==> config.mk <==
export PLATFORM = sky130hd
export DESIGN_NAME = crtc_timing
export DESIGN_NICKNAME = d
export VERILOG_FILES = /design/src/rtl/crtc_pkg.sv /design/src/rtl/crtc_axis_cnt.sv /design/src/rtl/crtc_sync_win.sv /design/src/rtl/crtc_regs.sv /design/src/rtl/crtc_timing.sv
export SDC_FILE = /design/constraint.sdc
export NUM_CORES = 1
export LEC_CHECK = 0
export ABC_CLOCK_PERIOD_IN_PS = 3300
export BUFFER_PORTS_ARGS = -buffer_cell sky130_fd_sc_hd__buf_2
export CAP_MARGIN = 20
export CORE_ASPECT_RATIO = 0.8
export CORE_MARGIN = 2
export CORE_UTILIZATION = 63
export CTS_BUF_LIST = sky130_fd_sc_hd__clkbuf_4
export DETAILED_ROUTE_END_ITERATION = 7
export PLACE_DENSITY = 0.79
export SLEW_MARGIN = 20
export SYNTH_ARGS = -nofsm -noshare
export SYNTH_HDL_FRONTEND = slang
export SYNTH_SLANG_ARGS = --single-unit
==> constraint.sdc <==
create_clock -name clk -period 3.3 [get_ports clk]
set_input_delay 0.165 -clock clk [delete_from_list [all_inputs] [get_ports clk]]
set_output_delay 0.165 -clock clk [all_outputs]
set_load 0.1 [all_outputs]
==> src/rtl/crtc_pkg.sv <==
package crtc_pkg;

  localparam int unsigned REG_W  = 32;
  localparam int unsigned ADDR_W = 3;
  localparam int unsigned HSW_W  = 8;
  localparam int unsigned VSW_W  = 6;

  typedef enum logic [ADDR_W-1:0] {
    RA_CTRL  = 3'd0,
    RA_HTOT  = 3'd1,
    RA_HSYNC = 3'd2,
    RA_VTOT  = 3'd3,
    RA_VSYNC = 3'd4,
    RA_LINE  = 3'd5
  } reg_addr_e;

  localparam logic [REG_W-1:0] MASK_CTRL  = 32'h0003_FFFF;
  localparam logic [REG_W-1:0] MASK_TOT   = 32'h0FFF_0FFF;
  localparam logic [REG_W-1:0] MASK_HSYNC = 32'h00FF_0FFF;
  localparam logic [REG_W-1:0] MASK_VSYNC = 32'h003F_0FFF;
  localparam logic [REG_W-1:0] CTRL_RST   = 32'h0001_0000;

  localparam int unsigned CB_EN    = 2;
  localparam int unsigned CB_BLANK = 10;
  localparam int unsigned CB_HPOL  = 12;
  localparam int unsigned CB_VPOL  = 13;
  localparam int unsigned LEN_LSB  = 16;

  typedef struct packed {
    logic [REG_W-1:0] ctrl;
    logic [REG_W-1:0] htot;
    logic [REG_W-1:0] hsync;
    logic [REG_W-1:0] vtot;
    logic [REG_W-1:0] vsync;
  } crtc_cfg_t;

endpackage

==> src/rtl/crtc_axis_cnt.sv <==
module crtc_axis_cnt #(
  parameter int unsigned CW = 12
) (
  input  logic          clk,
  input  logic          rst_n,
  input  logic          clr,
  input  logic          adv,
  input  logic [CW-1:0] last,
  output logic [CW-1:0] cnt,
  output logic          wrap
);

  assign wrap = adv && (cnt == last);

  always_ff @(posedge clk) begin
    if (!rst_n)      cnt <= '0;
    else if (clr)    cnt <= '0;
    else if (wrap)   cnt <= '0;
    else if (adv)    cnt <= cnt + 1'b1;
  end

endmodule

==> src/rtl/crtc_sync_win.sv <==
module crtc_sync_win #(
  parameter int unsigned CW = 12,
  parameter int unsigned WW = 8
) (
  input  logic          run,
  input  logic [CW-1:0] pos,
  input  logic [CW-1:0] start,
  input  logic [WW-1:0] width,
  input  logic          pol,
  output logic          sync_o
);

  localparam int unsigned PAD = CW + 1 - WW;

  logic [CW:0] stop;
  logic        in_win;

  assign stop   = {1'b0, start} + {{PAD{1'b0}}, width};
  assign in_win = run && (pos >= start) && ({1'b0, pos} < stop);
  assign sync_o = in_win ^ pol;

endmodule

==> src/rtl/crtc_regs.sv <==
module crtc_regs
  import crtc_pkg::*;
(
  input  logic              clk,
  input  logic              rst_n,
  input  logic              wr_en,
  input  logic [ADDR_W-1:0] wr_addr,
  input  logic [REG_W-1:0]  wr_data,
  input  logic              load,
  output crtc_cfg_t         shadow,
  output crtc_cfg_t         active
);

  always_ff @(posedge clk) begin
    if (!rst_n) begin
      shadow      <= '0;
      shadow.ctrl <= CTRL_RST;
    end else if (wr_en) begin
      case (wr_addr)
        RA_CTRL:  shadow.ctrl  <= wr_data & MASK_CTRL;
        RA_HTOT:  shadow.htot  <= wr_data & MASK_TOT;
        RA_HSYNC: shadow.hsync <= wr_data & MASK_HSYNC;
        RA_VTOT:  shadow.vtot  <= wr_data & MASK_TOT;
        RA_VSYNC: shadow.vsync <= wr_data & MASK_VSYNC;
        default:  ;
      endcase
    end
  end

  always_ff @(posedge clk) begin
    if (!rst_n) begin
      active      <= '0;
      active.ctrl <= CTRL_RST;
    end else if (load) begin
      active <= shadow;
    end
  end

endmodule

==> src/rtl/crtc_timing.sv <==
module crtc_timing
  import crtc_pkg::*;
#(
  parameter int unsigned CW = 12
) (
  input  logic              clk,
  input  logic              rst_n,
  input  logic              wr_en,
  input  logic [ADDR_W-1:0] wr_addr,
  input  logic [REG_W-1:0]  wr_data,
  input  logic [ADDR_W-1:0] rd_addr,
  output logic [REG_W-1:0]  rd_data,
  output logic              hsync,
  output logic              vsync,
  output logic              active_video,
  output logic [CW-1:0]     px_x,
  output logic [CW-1:0]     px_y
);

  crtc_cfg_t     sh_cfg;
  crtc_cfg_t     act_cfg;
  logic          run;
  logic          load;
  logic          h_wrap;
  logic          v_wrap;
  logic          frame_end;
  logic [CW-1:0] cur_line;
  logic          in_area;
  logic          depth_bad;

  // Stop at once when software clears enable; start only once the working copy agrees.
  assign run       = sh_cfg.ctrl[CB_EN] && act_cfg.ctrl[CB_EN];
  assign frame_end = h_wrap && v_wrap;
  assign load      = !run || frame_end;

  crtc_regs u_regs (
    .clk     (clk),
    .rst_n   (rst_n),
    .wr_en   (wr_en),
    .wr_addr (wr_addr),
    .wr_data (wr_data),
    .load    (load),
    .shadow  (sh_cfg),
    .active  (act_cfg)
  );

  crtc_axis_cnt #(.CW(CW)) u_hcnt (
    .clk   (clk),
    .rst_n (rst_n),
    .clr   (!run),
    .adv   (run),
    .last  (act_cfg.htot[LEN_LSB +: CW]),
    .cnt   (px_x),
    .wrap  (h_wrap)
  );

  crtc_axis_cnt #(.CW(CW)) u_vcnt (
    .clk   (clk),
    .rst_n (rst_n),
    .clr   (!run),
    .adv   (h_wrap),
    .last  (act_cfg.vtot[LEN_LSB +: CW]),
    .cnt   (px_y),
    .wrap  (v_wrap)
  );

  crtc_sync_win #(.CW(CW), .WW(HSW_W)) u_hs (
    .run    (run),
    .pos    (px_x),
    .start  (act_cfg.hsync[CW-1:0]),
    .width  (act_cfg.hsync[LEN_LSB +: HSW_W]),
    .pol    (act_cfg.ctrl[CB_HPOL]),
    .sync_o (hsync)
  );

  crtc_sync_win #(.CW(CW), .WW(VSW_W)) u_vs (
    .run    (run),
    .pos    (px_y),
    .start  (act_cfg.vsync[CW-1:0]),
    .width  (act_cfg.vsync[LEN_LSB +: VSW_W]),
    .pol    (act_cfg.ctrl[CB_VPOL]),
    .sync_o (vsync)
  );

  // Line status register: refreshed only on a horizontal wrap.
  always_ff @(posedge clk) begin
    if (!rst_n)      cur_line <= '0;
    else if (!run)   cur_line <= '0;
    else if (h_wrap) cur_line <= v_wrap ? '0 : cur_line + 1'b1;
  end

  assign in_area      = (px_x <= act_cfg.htot[CW-1:0]) && (px_y <= act_cfg.vtot[CW-1:0]);
  assign depth_bad    = (act_cfg.ctrl[1:0] == 2'b11);
  assign active_video = run && in_area && !act_cfg.ctrl[CB_BLANK] && !depth_bad;

  always_comb begin
    case (rd_addr)
      RA_CTRL:  rd_data = sh_cfg.ctrl;
      RA_HTOT:  rd_data = sh_cfg.htot;
      RA_HSYNC: rd_data = sh_cfg.hsync;
      RA_VTOT:  rd_data = sh_cfg.vtot;
      RA_VSYNC: rd_data = sh_cfg.vsync;
      RA_LINE:  rd_data = {{(REG_W-CW){1'b0}}, cur_line};
      default:  rd_data = '0;
    endcase
  end

endmodule

# Word level (Yosys, flattened, before mapping)
# Cells that the tools add are included.
[classes]
add_sub_neg = 5
n_lt_le_gt_ge = 6
eq_ne = 12
n_mux = 2
bitwise = 4
n_reduce_logical = 26
[op_table]
columns = ["cell", "count"]
rows = [
  ["28-bit one-hot mux with 6 select lines", 1],
  ["12-bit by 1-bit adder with 12-bit output, second input constant", 3],
  ["12-bit by 13-bit < comparator with 1-bit output", 2],
  ["12-bit equality test", 2],
  ["12-bit greater-or-equal comparator", 2],
  ["12-bit less-or-equal comparator", 2],
  ["12-bit by 6-bit adder with 13-bit output", 1],
  ["12-bit by 8-bit adder with 13-bit output", 1],
  ["3-bit by 2-bit equality test with 1-bit output, second input constant", 4],
  ["1-bit logical AND", 12],
  ["12-bit two-way mux", 1],
  ["2-bit AND reduction", 6],
  ["3-bit equality test, second input constant", 3],
  ["3-bit by 1-bit equality test with 1-bit output, second input constant", 2],
  ["3-bit logical NOT", 2],
  ["3-bit OR reduction", 2],
  ["1-bit logical NOT", 3],
  ["2-bit equality test, second input constant", 1],
  ["1-bit inverter", 2],
  ["1-bit XOR", 2],
  ["1-bit logical OR", 1],
]
[totals]
regBits = 240
in_bits = 41
out_inout_bits = 59
wordCells = 68

# Depth between registers and ports, before layout
[logic_depth]
ltp_word = 5
ltp_mapped = 15
depth_no_buf = 15

# Cells and area by module
# A second synthesis with hierarchy kept.
[hier_totals]
hier_cells = 1566
hier_area_um2 = 14376.3
[by_module_without_submodules]
columns = ["module", "n_inst", "cells_each", "area_per_inst_um2", "seq_area_each_um2"]
rows = [
  ["crtc_regs", 1, 822, 8554.5, 4164.0],
  ["crtc_timing", 1, 345, 2570.0, 240.2],
  ["crtc_axis_cnt", 2, 77, 703.2, 240.2],
  ["crtc_sync_win (u_hs)", 1, 128, 969.7, 0.0],
  ["crtc_sync_win (u_vs)", 1, 117, 875.8, 0.0],
]

# Worst setup path after synthesis
# No wires, ideal clock.
[synth_path]
kind = "reg-to-output"
startpoint = "register u_regs.active[64] (netlist name)"
endpoint = "output port hsync"
t_arrival_ns = 4.177
required_ns = 3.135
slack_ns = -1.042
stages_incl_launch_ff = 16
path_buffers = 0
cell_sequence = "dfxtp_1 -> ha_1 -> inv_1 -> fa_1 -> nor2b_1 -> o2111ai_1 -> a31oi_1 -> nand3_1 -> xnor2_1 -> ha_1 -> a21o_1 -> a21oi_1 -> o21ai_0 -> a21oi_1 -> o2111ai_1 -> xnor2_1"
[synth_via]
elab_chain_len = 4
word_cells_on_any_way = 6
cone_classes = "add/sub: 1; order compare: 2; bitwise: 1; reduce/logical: 2"
[synth_lines]
columns = ["element", "line", "text"]
rows = [
  ["start, declared", "crtc_regs.sv:11", "output crtc_cfg_t active"],
  ["start signal, assigned", "crtc_regs.sv:35", "active <= shadow;"],
  ["12-bit by 8-bit adder with 13-bit output / 12-bit greater-or-equal comparator (equally long branches)", "crtc_sync_win.sv:18, crtc_sync_win.sv:19", ""],
  ["12-bit by 13-bit < comparator with 1-bit output / 1-bit logical AND (equally long branches)", "crtc_sync_win.sv:19", "assign in_win = run && (pos >= start) && ({1'b0, pos} < stop);"],
  ["1-bit logical AND *", "crtc_sync_win.sv:19", ""],
  ["1-bit XOR *", "crtc_sync_win.sv:20", "assign sync_o = in_win ^ pol;"],
  ["end, declared", "crtc_timing.sv:13", "output logic hsync,"],
]
# Every way passes the cells marked *; elsewhere a longest branch is shown, timed or not.

# Final worst setup path
[layout_path]
startpoint = "register u_regs.active[0] (netlist name)"
endpoint = "output port vsync"
[layout_via]
elab_chain_len = 4
word_cells_on_any_way = 6
cone_classes = "add/sub: 1; order compare: 2; bitwise: 1; reduce/logical: 2"
[layout_lines]
columns = ["element", "line", "text"]
rows = [
  ["12-bit by 6-bit adder with 13-bit output / 12-bit greater-or-equal comparator (equally long branches)", "crtc_sync_win.sv:18, crtc_sync_win.sv:19", ""],
  ["12-bit by 13-bit < comparator with 1-bit output / 1-bit logical AND (equally long branches)", "crtc_sync_win.sv:19", ""],
  ["1-bit logical AND *", "crtc_sync_win.sv:19", ""],
  ["1-bit XOR *", "crtc_sync_win.sv:20", ""],
  ["end, declared", "crtc_timing.sv:14", "output logic vsync,"],
]
# Marked as above.

==> out/qor.yml <==
setup_path:
  critical_path_required_ns: 3.13
  cp_max_fanout: 3
  cp-end-kind: "output pin"
  critPathSlowestCell: "dfxtp_2"
  setup.worst_path.class: "flip-flop to output pin"
  critPathArrivalTime_ns: 3.99
  path_cells: "ha_4, inv_2, fa_2, nor2b_2, o31a_1, o21ai_1, nand2b_1, buf_4, xnor2_1, ha_1, a21oi_2, nor2b_1, o21ai_1, o2111ai_2, a311oi_2, buf_4, xor2_4, buf_12"
  critical_path.startpoint_type: "flip-flop"
  worst_path_largest_cell_delay_ns: 0.34
final_layout:
  fillers: 1551
  fin_area_um2: 14480
  area_growth_syn_to_layout_pct: 15.33
  drive_above_1_share_pct: 19.37
  final_net_count: 1744
detailed_routing:
  detailed_route_vias_per_instance: 5.774
  drcViolationCount: 0
  first_iter_violations: 1039
  drt.antenna.violating_nets: 0
  post_drt_wl_per_cell_um: 18.35
  wl_mm: 35.18
  vias: 11068
  drt_first_pass_iters: 5
timing:
  final.setup_skew_ns: 0.06241
  final-hold-violation-count: 0
  worst-slew-pin-transition_ns: 1.125
  period_minus_slack_ns: 4.153
  setup_violations: 2
  max_frequency_mhz: 240.8
  grt_setup_unrepaired: "true"
  final.setup.tns_ns: -1.499
  timing.final.ws_setup_ns: -0.8530
  maxSlewHeadroom_pct: 25.01
  fin_crit_sh_pct: 125.8
  drv_slew: 0
grt:
  global_route_wire_length_before_repair_mm: 54.59
  grtUsageMet2_pct: 52.69
  global_route.usage.met1_pct: 45.25
  grt_remaining_overflow: 0
  grt_most_used_layer: "met2"
  antenna_violations_before_repair: 1
  grt.met3_usage_pct: 6.103
  grt_start_max_net_pins: 83
  global_route_usage_over_all_layers_pct: 32.87
  grt_pass1_vias: 10475
power:
  share_clk_of_total_power_pct: 40.3
  power.share.sequential_pct: 52.0
  pwr_density_cell_nw_per_um2: 382.0
  power.switching_fraction_pct: 26.38
  power.leakage_uw: 0.006249
  netSwitchingPower_uw: 1459
  internal_power_uw: 4072
  pwr-share-comb_pct: 7.7
  sum_of_internal_switching_and_leakage_power_uw: 5531
  peakVddDrop_uv: 254.2
yosys:
  synth.yosys.seq_area_share_pct: 37.00
  yosys_warnings: 0
  yosysMostFrequentCell: "nand2_1"
  syn_area_um2: 12550
  ys_seq_elements: 232
  number_of_enable_flip_flop_cells_after_synthesis: 0
  synth_top_area_cell: "dfxtp_1"
  post_synth_num_cell_types: 57
  netlist_instances: 1471
  synth_common_cells: "283 x nand2_1, 232 x dfxtp_1, 116 x nor2_1"
  ys_top_cells_by_area: "dfxtp_1 37%, ha_1 8.7%, nand2_1 8.5%"
  ys_async_sr_fraction_pct: 0
  synth.avg_cell_area_um2: 8.534
  portion_of_synthesized_cell_area_occupied_by_the_leading_cell_type_pct: 37.00
  synthFlopType: "dfxtp_1"
clock_tree:
  cts_inserted_buffers: 57
  tritoncts: "built"
  insertion_delay_ns: 0.70
  longest_clk_path_bufs: 3
  clock_sinks: 232
  clockRootBuffer: "clkbuf_4"
  cts-htree-levels: 2
  clkSlewWorstSetupHoldPaths_ns: 0.07
die:
  floorplan.core_area_um2: 19680
  floorplan.initialDensity_pct: 63.77
  die_footprint_um2: 21080
  io_pins: 100
  fp.dieH_um: 130.3
  fp.dieW_um: 161.8
  placementRows: 46
outcome:
  outcome: "finished with violations"
  violations_in_the_final_reports: "negative setup slack"
run:
  timing.max_cap.violations: 0
place:
  place.gp.congestion: 0.9553
  dpl_worst_slack_ns: -0.1886
  post_dp_cell_area_um2: 13330
  detailedPlacementHpwl_mm: 24.89
  io_buffer_count: 91
worst_hold_path:
  min_path_type: "primary input to flip-flop"
[registers in the layout, summed over array words and instances (netlist names)]
register       cells
u_hcnt.cnt        12
cur_line          12
u_vcnt.cnt        12
u_regs.active     92
u_regs.shadow    104
[through the flow]
stage               util (%)  cells  hold slack (ns)
global placement       67.74   1783           0.4173
CTS                    73.12   1915          0.01534
finish                 73.55   1917          0.05611
global route           73.55   1917          0.05792
floorplan                  -   1474           0.2887
detailed placement     67.74   1783           0.4229
[logic make-up after synthesis]
| logic type | synth area share (%) |
|---|---|
| xor+xnor | 5.303 |
| other cells | 0.02987 |
| buf+inv | 5.422 |
| mux | 6.528 |
| fa+ha+maj | 8.990 |
| flops | 37.00 |
| compound gates | 16.83 |
| simple gates | 19.89 |
[layout by cell type (no fill, tap or decap), types with 18 or more instances in the layout]
cell	synthesis	layout
a21o_1	19	18
nand4_1	29	29
inv_1	60	58
buf_2	11	87
mux2i_1	65	65
xnor2_1	31	30
nor2b_1	51	49
a21oi_2	48	55
a21boi_0	103	103
a21oi_1	33	26
xor2_1	45	44
buf_4	5	44
dfxtp_1	232	226
dlygate4sd3_1	0	31
nand2_1	283	283
ha_1	87	84
nor2_1	116	116
clkbuf_4	0	77
[power by group through the flow]
stage               clock, uW  sequential [uW]  combinational (uW)
floorplan                   0             2920                 278
global placement            0             2940                 377
detailed placement          0             2940                 384
CTS                      2250             2880                 415
global route             2410             2880                 456
finish                   2230             2880                 427
[layout make-up]
cell class | count | area [um^2] | share of cell area (%)
multi-input cells | 1096 | 7432 | 51.34
flip-flops and latches | 232 | 4652 | 32.13
repair buffers | 167 | 1176 | 8.124
clock buffers | 77 | 578.1 | 3.993
well taps | 264 | 330.3 | 2.282
inverters | 60 | 225.2 | 1.556
clock inverters | 20 | 81.33 | 0.5618
diodes | 1 | 2.502 | 0.01728
[path summary, 6_finish.rpt]
path / from / endpoint / slack [ns] / depth (start not counted)
worst min-delay path: wr_addr[0] / u_regs.shadow[67] / 0.06 / 5
worst max-delay path: u_regs.active[0] / vsync / -0.85 / 18
worst min register to register: u_regs.shadow[107] / u_regs.active[107] / 0.46 / 2
worst max register to register: u_hcnt.cnt[2] / u_regs.active[0] / 0.66 / 7
[worst max-delay path, delay by kind of cell (launching register included)]
kind | cells | cell delay, ns
AO/OA/AOI/OAI | 6 | 1.19
AND/OR/NAND/NOR | 3 | 0.24
XOR/XNOR | 2 | 0.26
flip-flops | 1 | 0.34
buffers and inverters | 4 | 0.58
adder cells (fa/ha/maj) | 3 | 0.69
[what timing repair did]
item	4_1_cts	5_1_grt
hold buffers	31	0
setup endpoints to repair	3	3
hold endpoints to repair	129	0
gates resized for setup	18	16
pin swaps	21	17
buffers inserted	4	1
[metal layers]
metal,up-vias,part of all wire (%)
met4,0,2.5
met1,5203,44
met5,-,0
met2,498,44
met3,66,9.2
li1,5301,-
Note: power is estimated with default switching activity, not from simulation.
